==> config.mk <==
export PLATFORM = sky130hd
export DESIGN_NAME = sqr_tone_gen
export DESIGN_NICKNAME = d
export VERILOG_FILES = /design/src/rtl/sqr_pkg.sv /design/src/rtl/sqr_period_timer.sv /design/src/rtl/sqr_duty_seq.sv /design/src/rtl/sqr_envelope.sv /design/src/rtl/sqr_tone_gen.sv
export SDC_FILE = /design/constraint.sdc
export NUM_CORES = 1
export LEC_CHECK = 0
export ABC_CLOCK_PERIOD_IN_PS = 4000
export BUFFER_PORTS_ARGS = -buffer_cell sky130_fd_sc_hd__buf_2
export CAP_MARGIN = 10
export CORE_MARGIN = 2
export CORE_UTILIZATION = 55
export DETAILED_ROUTE_END_ITERATION = 6
export HOLD_SLACK_MARGIN = 0.02
export PLACE_DENSITY = 0.79
export SLEW_MARGIN = 20
export SYNTH_ARGS = -nofsm -noshare
export SYNTH_HDL_FRONTEND = slang
export SYNTH_SLANG_ARGS = --single-unit
==> constraint.sdc <==
create_clock -name clk -period 4 [get_ports clk]
set_clock_uncertainty 0.1 [all_clocks]
set_input_delay 0.2 -clock clk [delete_from_list [all_inputs] [get_ports clk]]
set_output_delay 0.2 -clock clk [all_outputs]
set_load 0.005 [all_outputs]
==> src/rtl/sqr_pkg.sv <==
package sqr_pkg;
    localparam int STEP_W = 3;
    localparam int STEPS  = 1 << STEP_W;

    typedef enum logic [1:0] {
        DUTY_EIGHTH  = 2'd0,
        DUTY_QUARTER = 2'd1,
        DUTY_HALF    = 2'd2,
        DUTY_WIDE    = 2'd3
    } duty_e;

    function automatic logic [STEPS-1:0] duty_pattern(input duty_e sel);
        case (sel)
            DUTY_EIGHTH:  return 8'b0000_0001;
            DUTY_QUARTER: return 8'b1000_0001;
            DUTY_HALF:    return 8'b1000_0111;
            default:      return 8'b0111_1110;
        endcase
    endfunction
endpackage

==> src/rtl/sqr_period_timer.sv <==
module sqr_period_timer #(
    parameter int PER_W = 11
) (
    input  logic             clk,
    input  logic             rst_n,
    input  logic             clr,
    input  logic             run,
    input  logic             load,
    input  logic             tick,
    input  logic [PER_W-1:0] period,
    output logic             step
);
    localparam logic [PER_W-1:0] CNT_MAX = '1;

    typedef struct packed {
        logic [PER_W-1:0] cnt;
    } tmr_t;

    tmr_t tmr_d, tmr_q;
    logic wrap;

    always_comb begin
        tmr_d = tmr_q;
        wrap  = run && tick && !load && (tmr_q.cnt == CNT_MAX);
        if (clr) begin
            tmr_d.cnt = '0;
        end else if (load) begin
            tmr_d.cnt = period;
        end else if (run && tick) begin
            tmr_d.cnt = wrap ? period : tmr_q.cnt + 1'b1;
        end
    end

    always_ff @(posedge clk or negedge rst_n) begin
        if (!rst_n) tmr_q <= '0;
        else        tmr_q <= tmr_d;
    end

    assign step = wrap && !clr;
endmodule

==> src/rtl/sqr_duty_seq.sv <==
module sqr_duty_seq
    import sqr_pkg::*;
(
    input  logic              clk,
    input  logic              rst_n,
    input  logic              clr,
    input  logic              adv,
    input  logic [1:0]        duty_sel,
    output logic [STEP_W-1:0] pos,
    output logic              level
);
    typedef struct packed {
        logic [STEP_W-1:0] pos;
    } seq_t;

    seq_t seq_d, seq_q;
    logic [STEPS-1:0] pat;

    always_comb begin
        seq_d = seq_q;
        if (clr)      seq_d.pos = '0;
        else if (adv) seq_d.pos = seq_q.pos + 1'b1;
    end

    always_ff @(posedge clk or negedge rst_n) begin
        if (!rst_n) seq_q <= '0;
        else        seq_q <= seq_d;
    end

    always_comb begin
        pat   = duty_pattern(duty_e'(duty_sel));
        level = pat[(STEPS-1) - int'(seq_q.pos)];
    end

    assign pos = seq_q.pos;
endmodule

==> src/rtl/sqr_envelope.sv <==
module sqr_envelope #(
    parameter int VOL_W  = 4,
    parameter int EPER_W = 3
) (
    input  logic              clk,
    input  logic              rst_n,
    input  logic              clr,
    input  logic              load,
    input  logic              run,
    input  logic              env_tick,
    input  logic [VOL_W-1:0]  init_vol,
    input  logic              dir_up,
    input  logic [EPER_W-1:0] env_per,
    output logic [VOL_W-1:0]  vol
);
    localparam logic [VOL_W-1:0] VOL_MAX = '1;

    typedef struct packed {
        logic [VOL_W-1:0]  vol;
        logic              up;
        logic [EPER_W-1:0] per;
        logic [EPER_W-1:0] cnt;
    } env_t;

    env_t env_d, env_q;

    always_comb begin
        env_d = env_q;
        if (clr) begin
            env_d = '0;
        end else if (load) begin
            env_d.vol = init_vol;
            env_d.up  = dir_up;
            env_d.per = env_per;
            env_d.cnt = env_per;
        end else if (run && env_tick && (env_q.per != '0)) begin
            if (env_q.cnt <= 1) begin
                env_d.cnt = env_q.per;
                if (env_q.up && env_q.vol != VOL_MAX)
                    env_d.vol = env_q.vol + 1'b1;
                else if (!env_q.up && env_q.vol != '0)
                    env_d.vol = env_q.vol - 1'b1;
            end else begin
                env_d.cnt = env_q.cnt - 1'b1;
            end
        end
    end

    always_ff @(posedge clk or negedge rst_n) begin
        if (!rst_n) env_q <= '0;
        else        env_q <= env_d;
    end

    assign vol = env_q.vol;
endmodule

==> src/rtl/sqr_tone_gen.sv <==
module sqr_tone_gen
    import sqr_pkg::*;
#(
    parameter int PER_W  = 11,
    parameter int VOL_W  = 4,
    parameter int EPER_W = 3
) (
    input  logic                          clk,
    input  logic                          rst_n,
    input  logic                          apu_en,
    input  logic                          tick,
    input  logic                          env_tick,
    input  logic                          trigger,
    input  logic [1:0]                    duty_sel,
    input  logic [PER_W-1:0]              period,
    input  logic [VOL_W+EPER_W:0]         env_ctrl,
    output logic [VOL_W-1:0]              sample,
    output logic                          active,
    output logic                          dac_on
);
    localparam int CTRL_W = VOL_W + EPER_W + 1;
    localparam int DIR_B  = EPER_W;

    typedef struct packed {
        logic active;
    } ch_t;

    ch_t ch_d, ch_q;
    logic clr, load, step, level;
    logic [STEP_W-1:0] duty_pos;
    logic [VOL_W-1:0]  env_vol;

    assign clr    = !apu_en;
    assign load   = apu_en && trigger;
    assign dac_on = |env_ctrl[CTRL_W-1:DIR_B];

    always_comb begin
        ch_d = ch_q;
        if (clr)       ch_d.active = 1'b0;
        else if (load) ch_d.active = dac_on;
        else           ch_d.active = ch_q.active && dac_on;
    end

    always_ff @(posedge clk or negedge rst_n) begin
        if (!rst_n) ch_q <= '0;
        else        ch_q <= ch_d;
    end

    sqr_period_timer #(.PER_W(PER_W)) u_tmr (
        .clk(clk), .rst_n(rst_n), .clr(clr), .run(ch_q.active),
        .load(load), .tick(tick), .period(period), .step(step)
    );

    sqr_duty_seq u_seq (
        .clk(clk), .rst_n(rst_n), .clr(clr), .adv(step),
        .duty_sel(duty_sel), .pos(duty_pos), .level(level)
    );

    sqr_envelope #(.VOL_W(VOL_W), .EPER_W(EPER_W)) u_env (
        .clk(clk), .rst_n(rst_n), .clr(clr), .load(load),
        .run(ch_q.active), .env_tick(env_tick),
        .init_vol(env_ctrl[CTRL_W-1:CTRL_W-VOL_W]),
        .dir_up(env_ctrl[DIR_B]), .env_per(env_ctrl[EPER_W-1:0]),
        .vol(env_vol)
    );

    assign active = ch_q.active;
    assign sample = (ch_q.active && level) ? env_vol : '0;
endmodule

* Yosys cells after proc, flatten, opt, wreduce, memory -nomap -nowiden
Cells that the tools add are included.
W data, S select, Z words.
** Cells by class
- Mux-type cells :: 23
- Add/subtract/negate cells :: 6
- Reduce and logical (&&, ||, !) cells :: 18
- Equality and inequality tests :: 10
- Order comparisons :: 2
** Operators with widths (number)
- $mux W11 :: 5
- $lt A32 B5 Y1 const B :: 1
- $mux W4 :: 7
- $pmux W8 S3 :: 1
- $mux W3 :: 5
- $add A11 B1 Y11 const B :: 1
- $eq A11 B11 Y1 const B :: 1
- $logic_and A1 B1 Y1 :: 11
- $ne A3 B1 Y1 const B :: 3
- $reduce_or A5 Y1 :: 1
- $add A4 B1 Y4 const B :: 1
- $mux W1 :: 4
- $ne A2 B1 Y1 const B :: 2
- $ne A4 B1 Y1 const B :: 1
- $ne A4 B4 Y1 const B :: 1
- $reduce_bool A4 Y1 :: 1
- $sub A3 B3 Y4 const A :: 1
- $sub A4 B1 Y4 const B :: 1
- $add A3 B1 Y3 const B :: 1
- $bmux W1 S3 :: 1
- $le A3 B1 Y1 const B :: 1
- $reduce_and A3 Y1 :: 1
- $reduce_bool A3 Y1 :: 1
- $sub A3 B1 Y3 const B :: 1
- 4 further kinds :: 5
** Word-level totals
- Input port bits :: 27
- Output and inout port bits :: 6
- Word-level logic and storage cells :: 66
- Bits in registers :: 26

* Logic depth before layout (Yosys ltp)
Gate-level depths: netlist of the first run.
- Depth after elaboration :: 8
- Depth in mapped cells :: 9
- Depth with buffers taken out :: 9

* Cells and area by module
From an unflattened synthesis of the first run, not the netlist that was laid out.
** Unflattened totals
- Cells, all modules :: 197
- Area total of the unflattened synthesis :: 1828.0 sq um
** Modules (own cells, without submodules)
- sqr_envelope :: instances 1, sequential area each 275.3 sq um, cells each 81, area an instance 777.0 sq um
- sqr_period_timer :: instances 1, sequential area each 275.3 sq um, cells each 81, area an instance 738.2 sq um
- sqr_duty_seq :: instances 1, sequential area each 75.1 sq um, cells each 23, area an instance 225.2 sq um
- sqr_tone_gen :: instances 1, sequential area each 25.0 sq um, cells each 12, area an instance 87.6 sq um

* Worst setup path before layout of the first run
No wires, ideal clock.
- Kind :: register -> register
- Start point :: reg u_tmr.tmr_q[0] (netlist bit)
- End point :: reg u_seq.seq_q (netlist bit u_seq.pos[2])
- Path slack :: 2.096 ns
- Buffers on the path :: 0
- Required time :: 3.781 ns
- Library setup time :: 0.119 ns
- Cell stages (with the launch flop) :: 7
- Data arrival time :: 1.685 ns
- Period minus slack after synthesis :: 1.904 ns
- Cell sequence :: dfrtp_1 > ha_1 > nand3_2 > or4_4 > nor3b_2 > xor2_1 > and2_1
** Between the ends
- Word-level cells in the longest chain between the ends :: 4
** Ends and longest elaborated chain
- start: declaration :: RTL line sqr_period_timer.sv:19 : tmr_t tmr_d, tmr_q;
- start signal: assignment :: RTL line sqr_period_timer.sv:36 : else tmr_q <= tmr_d;
- $eq A11 B11 Y1 :: RTL line sqr_period_timer.sv:24 : wrap = run && tick && !load && (tmr_q.cnt == CNT_MAX);
- $logic_and A1 B1 Y1 :: RTL line sqr_period_timer.sv:24
- $logic_and A1 B1 Y1 :: RTL line sqr_period_timer.sv:39 : assign step = wrap && !clr;
- $ne A2 B1 Y1 (no source line)
- end signal: assignment :: RTL line sqr_duty_seq.sv:27 : else seq_q <= seq_d;
- end: declaration :: RTL line sqr_duty_seq.sv:16 : seq_t seq_d, seq_q;
Every way passes these cells.
A chain may end at the register's enable or synchronous reset.

* Final worst setup path of the first run
- Start point :: reg u_seq.seq_q (netlist bit u_seq.pos[0])
- End point :: out sample[0]
** Between the ends
- Word-level cells in the longest chain between the ends :: 6
** Ends and longest elaborated chain
- $sub A3 B3 Y4 :: RTL line sqr_duty_seq.sv:32 : level = pat[(STEPS-1) - int'(seq_q.pos)];
- $bmux W1 S3 :: RTL line sqr_duty_seq.sv:32
- $mux W1 (implied by the code) (2 in a row) :: RTL line sqr_duty_seq.sv:32
- $logic_and A1 B1 Y1 :: RTL line sqr_tone_gen.sv:68 : assign sample = (ch_q.active && level) ? env_vol : '0;
- $mux W4 :: RTL line sqr_tone_gen.sv:68
- end: declaration :: RTL line sqr_tone_gen.sv:17 : output logic [VOL_W-1:0] sample,
Every way passes these cells. The select of a mux whose other input is x is not followed.

==> results of run 1 <==
-- Yosys cell counts (2+ instances only) --
| library cell | n | area [µm²] |
|---|---|---|
| a21oi_1 | 16 | 80.08 |
| xor2_1 | 3 | 26.28 |
| nor3_1 | 6 | 30.03 |
| nor2_1 | 8 | 30.03 |
| a21o_1 | 2 | 15.01 |
| and3_1 | 3 | 18.77 |
| or4_1 | 3 | 22.52 |
| mux2i_1 | 5 | 50.05 |
| or2_2 | 2 | 12.51 |
| o311ai_0 | 2 | 17.52 |
| o22ai_1 | 5 | 31.28 |
| dfrtp_1 | 26 | 650.6 |
| a211oi_1 | 2 | 15.01 |
| inv_1 | 7 | 26.28 |
| nand2_1 | 24 | 90.09 |
| nand3_1 | 12 | 60.06 |
| nand4_1 | 2 | 12.51 |
| a21boi_0 | 2 | 15.01 |
| xnor2_1 | 3 | 26.28 |
| clkbuf_1 | 3 | 11.26 |
| nor4_1 | 3 | 18.77 |
| o211ai_1 | 6 | 45.04 |
| o21ai_0 | 12 | 60.06 |
| ha_1 | 8 | 100.1 |
| and2_1 | 8 | 50.05 |
| nor2b_1 | 4 | 25.02 |
-- metrics by stage --
| step | area (µm²) | hold WS [ns] | power [mW] | setup slack, ns |
|---|---|---|---|---|
| after detailed placement | 1951 | 0.1423 | 0.3994 | 1.889 |
| after global placement | 1951 | 0.1406 | 0.3985 | 1.948 |
| final | 2033 | 0.01893 | 0.5133 | 1.723 |
| after floorplan | 1755 | -0.1956 | 0.3606 | 2.096 |
| after CTS | 2023 | 0.02279 | 0.5124 | 1.719 |
| after global routing | 2033 | 0.02449 | 0.5472 | 1.633 |
-- cells by family (layout without fill, tap and decap cells) --
kind of cell / Yosys count / count (layout) / share of synthesized area (%)
AND/OR/NAND/NOR: 81 / 81 / 24.95
AO/OA/AOI/OAI: 57 / 57 / 22.10
flip-flops: 26 / 26 / 37.06
buffers and inverters: 12 / 48 / 2.637
adder cells (fa/ha/maj): 10 / 10 / 7.413
XOR/XNOR: 6 / 6 / 2.994
multiplexers: 5 / 5 / 2.851
-- tightest hold or removal path, cell delays in order --
cell and delay (ns):
buf_2 0.08, nand3_1 0.06, o21ai_0 0.08
-- flip-flops by register name (all words and copies together) (netlist names) --
register,flops
u_env.vol,4
active,1
u_seq.pos,3
u_tmr.tmr_q,11
u_env.env_q,7
-- routing by layer --
metal	GRT usage, %	up-vias	part of all wire [%]
met1	29.85	746	45
li1	-	804	-
met3	2.345	6	4.9
met5	0	-	0
met4	8.075	0	0.92
met2	40.53	55	49
-- final cells by class --
type                    count  area share [%]
clock buffers               3           1.108
inverters                   7           1.292
multi-input cells         159           52.06
flip-flops and latches     26           32.00
well taps                  44           2.708
repair buffers             38           10.83
-- power breakdown --
group          switching (mW)  internal [mW]
Combinational          0.0578         0.0471
Clock                  0.0787         0.0354
Sequential             0.0179          0.276
-- path summary, 6_finish.rpt --
kind | end | cells after the start | from | slack (ns)
worst max register to register | u_tmr.tmr_q[5]$_DFFE_PN0P_ | 6 | u_tmr.tmr_q[0]$_DFFE_PN0P_ | 1.85
worst max-delay path | sample[0] | 5 | u_seq.pos[0]$_DFFE_PN0P_ | 1.72
min in group asynchronous | u_env.env_q[2]$_DFFE_PN0P_ | 2 | rst_n | 0.29
worst min register to register | u_env.env_q[2]$_DFFE_PN0P_ | 2 | u_env.env_q[2]$_DFFE_PN0P_ | 0.48
worst min-delay path | u_tmr.tmr_q[8]$_DFFE_PN0P_ | 3 | period[8] | 0.02
max in group asynchronous | u_tmr.tmr_q[6]$_DFFE_PN0P_ | 2 | rst_n | 3.12
==> results.txt, run 1 <==
- CTS-repair resized insts: 0
- Num Clock Sinks: 26
- Startpoint types: flip-flop
* Critical Setup Path Class: reg2out
- Critical path arrival: around 2.0 ns
- The number of hold buffers added after CTS was 5.
* Die span in x: ~60 µm
* Biggest cell delay along the critical path: about 0.51 ns
* TritonCTS clock tree: yes
- After synthesis, the share of flip-flops with an asynchronous set or reset is 100.0%.
* First-pass GRT wire length: between 6 and 7 mm
- Library cell contributing the largest single delay on the critical path: a211oi_1
* RePlAce Congestion: a little under 0.9
- Headroom to the max-slew limit came out at between 30% and 40%.
- Clock latency of the later-clocked register in the worst-skew pair: approximately 0.33 ns
- Share of synthesized area occupied by flip-flops and latches: a little under two fifths
- The synthesized netlist occupies a cell area of about 1800 µm².
* DRC violations left: 0
* I/O pin count: 33
- The worst setup path is captured at an output pin.
- Number of enable flip-flop cells after synthesis: 0
* Finished Layout Cells: about 280
- Slew at the pin closest to its max-slew limit: slightly above 1 ns
- Layout-stage area growth over the synthesis result: 15.82%
- Among cell families on the critical path, the largest total delay comes from compound AO/OA/AOI/OAI gates.
- The layout has 265 filler cells.
* Worst IR Drop VDD: around 0.00015 V
- CTS buffer count: 3
- Starting DRC count in detailed routing: about 100
* Final Core Density: about 67%
- Max Buffers Root-to-Sink: 2
- Via count of the first global-routing pass: between 1000 and 1500
- Cells traversed along the worst timing path: nor3_1, a211oi_1, a211oi_1, and2_1, buf_2
- Average footprint of a synthesized cell: 8.911 µm²
* Starting utilization of the core area: a little under three fifths
* Vias per cell: 5.816
- The first TritonRoute pass finished after 6 iterations.
* Number of different library cells in the post-synthesis netlist: 46
- Shortest period the worst path allows: 2.277 ns
* Post-CTS Repair Setup Buffers: 0
- The number of nets in the synthesized netlist is around 230.
* Clock root buffer: clkbuf_4
- In this run the number of H-tree levels came out at 1.
- The tool flagged a number of max-cap violations equal to 0.
* Top achievable clock speed: about 0.44 GHz
- The number of endpoints with negative hold slack in the final report was 0.
- Final setup fails: 0
- Number of pins exceeding their max-slew limit in the final report: 0
- The core region is 3053 µm².
- All-Layer GR Usage: 23.10%
- Synthesis inferred 26 register bits.
- The die is a little over 60 µm tall.
- In the final design database the tool counted ~270 nets.
* DR vias: about 1600
* Most frequent cell on the critical path: a211oi_1
- Buffers placed on the I/O ports in this run total 32.
* Worst path buffer plus inverter count: 1
- Unrepaired setup endpoints after global routing: false
* WL per Instance: approximately 14 µm
- The initial antenna violation count is 0.
* Most instantiated flip-flop cell in the synthesis netlist: dfrtp_1
* Status: completed
- The min-delay analysis places its worst path in the category in2reg.
* Lkg Pwr: around 0.9 nW
* Number of cells produced by synthesis: roughly 200
- Post-route ant nets: 0
- Cells with a size suffix above 1 make up 18.88% of the layout.
* Largest net degree at the start of global routing: 27
- Yosys warning count: 0
* Fin crit share: a little under three fifths
- Final sum of negative setup slack: 0 ns
- Including well taps, the total number of placed cells is ~270.
- The multi-input combinational cells in the finished layout cover a total of about 1100 µm².
- For this block, the routed nets add up to 3.904 mm of wire.
- At the worst endpoint, the required time is 3.70 ns.
- The initialized floorplan defines 20 standard-cell rows.
- Clock-pin slew reported for the worst setup and hold paths after clock tree synthesis: 0.13 ns
- # diodes: 0
* Overall overflow remaining after global route: 0
* DP HPWL: ~2.9 mm
- Across the whole layout, storage elements account for about 650 µm².
- The floorplan step defined a die boundary enclosing 3660 µm².
- Power density relative to cell area: ~250 nW/µm²
* Commonest non-fill, non-tap cells in the layout: buf_2, dfrtp_1, nand2_1, a21oi_1
- Along the worst path, the maximum fanout reaches 5.
- Most common cell after layout, fill and taps aside: buf_2
Note: power is estimated with default switching activity, not from simulation.
==> run 2, diff against run 1 <==
Settings changed: ABC_CLOCK_PERIOD_IN_PS 4000 to 2400.
Clock period 4 ns to 2.4 ns, I/O delays scaled along.
==> run 2 against run 1 <==
  * Flip-flop and latch count stayed put
  * First-iteration DRC count is 29% higher
  * Core utilization is 5.4 points higher
  * Largest power group unchanged
==> results.txt, run 2 (synthesis results as in run 1) <==
- Critical Setup Path Class: reg2out
- The required time of the worst setup path is 2.18 ns (-1.52 ns).
* Final setup fails: 0 (unchanged)
- DR vias: 1678 (+4.2%)
- The clock buffer count from CTS came to 3 (unchanged).
* Cells traversed along the worst timing path: nor3_1, a211oi_1, a211oi_1, and2_1, buf_2
- For the finished layout, the period the worst path requires is about 2.1 ns.
* Largest net degree at the start of global routing: 27 (unchanged)
* Hold violation count in the final report: 0 (unchanged)
- Number of placement rows: 20 (unchanged)
* Post-CTS Repair Setup Buffers: 0 (unchanged)
- Final standard cell area without fillers: 2198 µm² (+8.1%)
- Via count of the first global-routing pass: 1566 (+12%)
- DRC violations left: 0 (unchanged)
- Setup repair after global routing left no endpoint under its margin.
- The largest vdd supply drop is 0.0002021 V (+31%).
* Layout-stage area growth over the synthesis result: 25.23%
- Finished Layout Cells: 294 (+6.1%)
* Area post-placement: 1966 µm² (+0.77%)
* Slew HR: 48.78% (+17 points)
* Vias per cell: 5.707 (-1.9%)
- The clock latency of the later-clocked register in the worst-skew pair was 0.32 ns (about the same).
- The wire length of the first global-routing pass came to 6.782 mm (+8.3%).
- Clock root buffer: clkbuf_4
- Pre-CTS WS: 0.3336 ns (-1.555 ns)
* Most common cell after layout, fill and taps aside: buf_2
- Layout Nets: 288 (+6.3%)
- TritonCTS clock tree: yes
* Quantity of I/O buffers inserted on ports: 32 (unchanged)
- In the layout the commonest cells are buf_2, dfrtp_1, nand2_1, dlygate4sd3_1, a21oi_1.
* Fin crit share: ~89%
* Die span in x: 60.50 µm (unchanged)
- Final total power: 0.8751 mW (+70%)
- The longest individual stage delay on the worst path was 0.51 ns (about the same).
- The share of the core filled with cells was 72.01% (+5.4 points).
- The area inside the core boundary is 3053 µm² (unchanged).
- Startpoint types: flip-flop
- First drt pass iteration count: 5 (-1)
* Slew at the pin closest to its max-slew limit: 0.7586 ns (-0.2555 ns)
* Largest driver fanout on the critical path: 5 (unchanged)
* Hold WC Path Type: in2reg
- The count of H-tree levels built during CTS is 1 (unchanged).
- The max-slew violation count was 0 (unchanged).
- STA classifies the critical path endpoint as an output pin.
- Num Clock Sinks: 26 (unchanged)
- The cell that appears most often on the critical path is a211oi_1.
- Max Buffers Root-to-Sink: 2 (unchanged)
- The final worst hold slack came to 0.08046 ns (+0.06154 ns).
* WL per Instance: 14.05 µm (-0.30%)
- Initial antenna violation count: 0 (unchanged)
* Status: completed
- Total die area: 3660 µm² (unchanged)
* Largest register FFs: 11 (unchanged)
* Overall overflow remaining after global route: 0 (unchanged)
* Critical path arrival: 1.92 ns (-0.06 ns)
* Share of post-route cells with drive strength above 1: 18.40% (-0.48 points)
- The post-detailed-route count of antenna-violating nets was 0 (unchanged).
* # diodes: 0 (unchanged)
* Number of max-cap violations: 0 (unchanged)
- Starting utilization of the core area: 57.50% (unchanged)
- The ratio of total power to cell area was 398.1 nW/µm² (+58%).
* Worst path buffer plus inverter count: 1 (unchanged)
* Final sum of negative setup slack: 0 ns (unchanged)
- I/O pin count: 33 (unchanged)
* Lkg Pwr: 0.9943 nW (+8.0%)
- Post-layout worst setup margin: 0.2630 ns (-1.460 ns)
* Library cell contributing the largest single delay on the critical path: a211oi_1
- Overall die height: 60.50 µm (unchanged)
- Top achievable clock speed: approximately 0.47 GHz
* Clock-pin slew reported for the worst setup and hold paths after clock tree synthesis: 0.13 ns (about the same)
* Total Wirelength: 4.131 mm (+5.8%)
* RePlAce Congestion: 0.8205 (-5.1%)
- The initial DRC count was 128 (+29%).
- Grouping stages by cell kind, the critical path spends the most delay in compound AO/OA/AOI/OAI gates.
- The overall global routing resource usage is 24.78% (+1.7 points).
* Register with the most flip-flops: u_tmr.tmr_q
- The half-perimeter wire length after placement came to 2.889 mm (+0.14%).
- The number of instances in the placed design came to 270 (+0.75%).
-- run 2: cell count changes in the layout (fill, tap and decap cells not counted) --
cell	delta
dlygate4sd3_1	+15
buf_4	+2
-- run 2: worst min-delay path, stage by stage --
cell and delay (ns):
buf_2 0.20, o31ai_1 0.11, nor2_1 0.05
-- run 2: worst paths after layout --
path | startpoint | to | slack [ns] | depth (start not counted)
min in group asynchronous | rst_n | u_env.vol[3]$_DFFE_PN0P_ | 0.22 | 2
setup / recovery | u_seq.pos[0]$_DFFE_PN0P_ | sample[0] | 0.26 | 5
hold / removal | apu_en | u_tmr.tmr_q[10]$_DFFE_PN0P_ | 0.08 | 3
hold reg to reg | u_env.env_q[2]$_DFFE_PN0P_ | u_env.env_q[2]$_DFFE_PN0P_ | 0.49 | 2
setup reg to reg | u_tmr.tmr_q[0]$_DFFE_PN0P_ | u_seq.pos[2]$_DFFE_PN0P_ | 0.30 | 6
max in group asynchronous | rst_n | u_seq.pos[1]$_DFFE_PN0P_ | 1.58 | 2
-- run 2: layout make-up --
| cell class | instances | area, µm² |
|---|---|---|
| flip-flops and latches | 26 | 650.6 |
| well taps | 44 | 55.05 |
| fillers | 251 | 854.6 |
| multi-input cells | 159 | 1059 |
| inverters | 7 | 26.28 |
| clock buffers | 3 | 22.52 |
| repair buffers | 55 | 385.4 |
-- run 2: repair_timing --
| item | in CTS | in global routing |
|---|---|---|
| resized for setup | 0 | 0 |
| hold buffers | 21 | 0 |
| endpoints found under the hold margin | 48 | 0 |
-- run 2: where the power goes --
| group | total [mW] | internal [mW] | switching, mW | leakage [nW] |
|---|---|---|---|---|
| Sequential | 0.491 | 0.461 | 0.0307 | 0.348 |
| Combinational | 0.197 | 0.0972 | 0.0999 | 0.632 |
| Clock | 0.187 | 0.0589 | 0.128 | 0.0138 |
-- run 2: per-layer routing --
metal | routed length (µm) | global-route usage (%) | share of wire [%]
met1 | 1851 | 32.38 | 45
met2 | 2018 | 44.10 | 49
met3 | 206 | 2.345 | 5.0
met4 | 53 | 6.832 | 1.3
met5 | 0 | 0 | 0
==> run 3, diff against run 2 <==
Settings changed: CORE_MARGIN 2 to 8, CTS_CLUSTER_SIZE set to 20.
==> run 3 against run 2 <==
  * Fmax is 2.7% lower
  * Worst setup slack worse by 0.059 ns
  * Critical path depth stayed put
  * Core utilization is 0.20 points higher
  * Critical path type unchanged
  * Highest routed layer unchanged
==> results.txt, run 3 (synthesis results as in run 1) <==
- Top achievable clock speed: 0.4553 GHz (-2.7%)
- The initial antenna violation count is 0 (unchanged).
* Worst IR Drop VDD: 0.0002340 V (+16%)
- Largest register FFs: 11 (unchanged)
* Share of post-route cells with drive strength above 1: 18.80% (+0.40 points)
- The average detailed-routed wire length per instance is 15.39 µm (+9.5%).
- The number of sinks handled by clock tree synthesis was 26 (unchanged).
- Internal cell power: 0.6501 mW (+5.4%)
- The normalized max-slew margin was 48.84% (+0.056 points).
- The clock-pin slew on the worst setup and hold paths was 0.14 ns (about the same).
- The number of instances resized during post-cts repair came to 0 (unchanged).
- Combinational power share: 21.8% (-0.7 points)
- The post-detailed-route count of antenna-violating nets came to 0 (unchanged).
- Largest net degree at the start of global routing: 27 (unchanged)
- The clock latency of the later-clocked register in the worst-skew pair was 0.32 ns (about the same).
- FF-to-FF End: u_seq.pos[2]$_DFFE_PN0P_
* Source of the worst register-to-register timing path: u_tmr.tmr_q[0]$_DFFE_PN0P_
- Lkg Pwr: 0.9973 nW (+0.30%)
* Overall overflow remaining after global route: 0 (unchanged)
* Library cell contributing the largest single delay on the critical path: a211oi_1
- The net switching fraction of the power came to 29.08% (-0.45 points).
- The initial DRC count is 96 (-25%).
* Layout-stage area growth over the synthesis result: 25.59%
- The number of I/O port buffers was 32 (unchanged).
- Grouping stages by cell kind, the critical path spends the most delay in compound AO/OA/AOI/OAI gates.
* Die span in x: 72.50 µm (+20%)
- The final worst hold slack came to 0.02322 ns (-0.05724 ns).
- Total die area: 5256 µm² (+44%)
- Number of pins exceeding their max-slew limit in the final report: 0 (unchanged)
* Number of levels the H-tree was split into: 1 (unchanged)
- The setup-violating endpoint count in the final report is 0 (unchanged).
- Unrepaired setup endpoints after global routing: false
* Slack of the worst reg-to-reg path: 0.29 ns (about the same)
- DP HPWL: 3.176 mm (+9.9%)
- The post-route fraction of the period consumed by the critical path is 91.52% (+2.5 points).
- In this run the worst hold path is classified as in2reg.
* Depth of the worst register-to-register path: 6 (unchanged)
- Cells traversed along the worst timing path: nor3_1, a211oi_1, a211oi_1, and2_1, buf_2
- Hold violation count in the final report: 0 (unchanged)
- The count of vias placed by the detailed router came to 1685 (+0.42%).
* Critical path arrival: 1.98 ns (+0.06 ns)
- Worst path buffer plus inverter count: 1 (unchanged)
* Slew at the pin closest to its max-slew limit: 0.7578 ns (-0.0008338 ns)
* First drt pass iteration count: 4 (-1)
* Clk pwr share: 24.5% (+3.2 points)
- Max Buffers Root-to-Sink: 2 (unchanged)
- Shortest period the worst path allows: 2.196 ns (+0.05943 ns)
* Vias per cell: 5.712 (about the same)
* Final sum of negative setup slack: 0 ns (unchanged)
- Number of max-cap violations: 0 (unchanged)
- The hold-critical path depth was 3 (unchanged).
- The sequential share of power came to 53.6% (-2.5 points).
- Register with the most flip-flops: u_tmr.tmr_q
- The effective utilization at floorplan came to 57.50% (unchanged).
* Status: completed
- The critical path in this run is classified as reg2out.
- CTS buffer count: 3 (unchanged)
- Biggest cell delay along the critical path: 0.53 ns (+0.02 ns)
- All-Layer GR Usage: 18.28% (-6.5 points)
* Worst path depth: 5 (unchanged)
- The number of remaining DRC errors was 0 (unchanged).
* Source of the worst hold timing path: period[6]
- Area of the core region: 3053 µm² (unchanged)
* Layout Nets: 287 (-0.35%)
* Commonest non-fill, non-tap cells in the layout: buf_2, dfrtp_1, nand2_1, dlygate4sd3_1, a21oi_1
- STA classifies the critical path endpoint as an output pin.
- Startpoint types: flip-flop
- End point of the worst hold path: u_tmr.tmr_q[6]$_DFFE_PN0P_
- Switching component of the power: 0.2665 mW (+3.2%)
* Number of placement rows: 20 (unchanged)
* Required time of the worst setup path: 2.18 ns (about the same)
- Clock root buffer: clkbuf_4
- RePlAce Congestion: 0.8734 (+6.4%)
- Via count of the first global-routing pass: 1726 (+10%)
- The critical-path maximum fanout came to 5 (unchanged).
- The routed wire length was 4.539 mm (+9.9%).
* Most frequent cell on the critical path: a211oi_1
* I/O pin count: 33 (unchanged)
* TritonCTS clock tree: yes
- The ratio of total power to cell area is 415.8 nW/µm² (+4.5%).
- First-pass GRT wire length: 7.845 mm (+16%)
- The post-CTS setup repair buffer count came to 0 (unchanged).
- Overall die height: 72.50 µm (+20%)
- Leaving out fill and tap cells, the most frequent cell in the layout is buf_2.
## run 3: how the worst max path moves through the flow
stage                               startpoint                       end  slack, ns
finish                u_seq.pos[0]$_DFFE_PN0P_                 sample[1]       0.20
global route          u_seq.pos[0]$_DFFE_PN0P_                 sample[1]       0.10
CTS                   u_seq.pos[0]$_DFFE_PN0P_                 sample[1]       0.17
detailed placement  u_tmr.tmr_q[0]$_DFFE_PN0P_  u_seq.pos[2]$_DFFE_PN0P_       0.33
global placement    u_tmr.tmr_q[0]$_DFFE_PN0P_  u_seq.pos[2]$_DFFE_PN0P_       0.41
floorplan           u_tmr.tmr_q[0]$_DFFE_PN0P_  u_seq.pos[2]$_DFFE_PN0P_       0.50
## run 3: power by group through the flow
stage               clock network [mW]  logic, mW  registers [mW]
floorplan                            0      0.109           0.492
global route                     0.251      0.225           0.496
global placement                     0      0.169           0.498
finish                           0.225      0.200           0.492
detailed placement                   0      0.173           0.499
CTS                              0.228      0.199           0.491
## run 3: metal layers
metal | GRT usage, % | share of wire [%] | up-vias
met3 | 3.306 | 4.5 | 4
met5 | 0 | 0 | -
li1 | - | - | 839
met4 | 5.778 | 0.68 | 0
met2 | 30.99 | 50 | 36
met1 | 22.79 | 44 | 806
## run 3: metrics by stage
stage	worst slack (ns)	power, mW	cell area (µm²)	instances	util, %
2_1_floorplan	0.4964	0.6010	1755	197	-
3_3_place_gp	0.4088	0.6672	1966	270	64.39
3_5_place_dp	0.3261	0.6724	1966	270	64.39
4_1_cts	0.1731	0.9173	2202	294	72.13
5_1_grt	0.1030	0.9718	2202	294	72.13
6_report	0.2035	0.9167	2205	295	72.21
## run 3: layout make-up
type                            instances  area [µm²]
Fill cell                             261       848.3
Tap cell                               44       55.05
Multi-Input combinational cell        159        1059
Sequential cell                        26       650.6
Antenna cell                            1       2.502
Clock buffer                            4       36.28
Timing Repair Buffer                   54       375.4
Inverter                                7       26.28
## run 3: worst min-delay path, stage by stage
cell	delay, ns
buf_2	0.08
a21oi_1	0.05
o22ai_1	0.14
## run 3: timing repair
item / in CTS / in global routing
hold buffers: 20 / 0
setup endpoints to repair: 0 / 0
endpoints found under the hold margin: 48 / 0
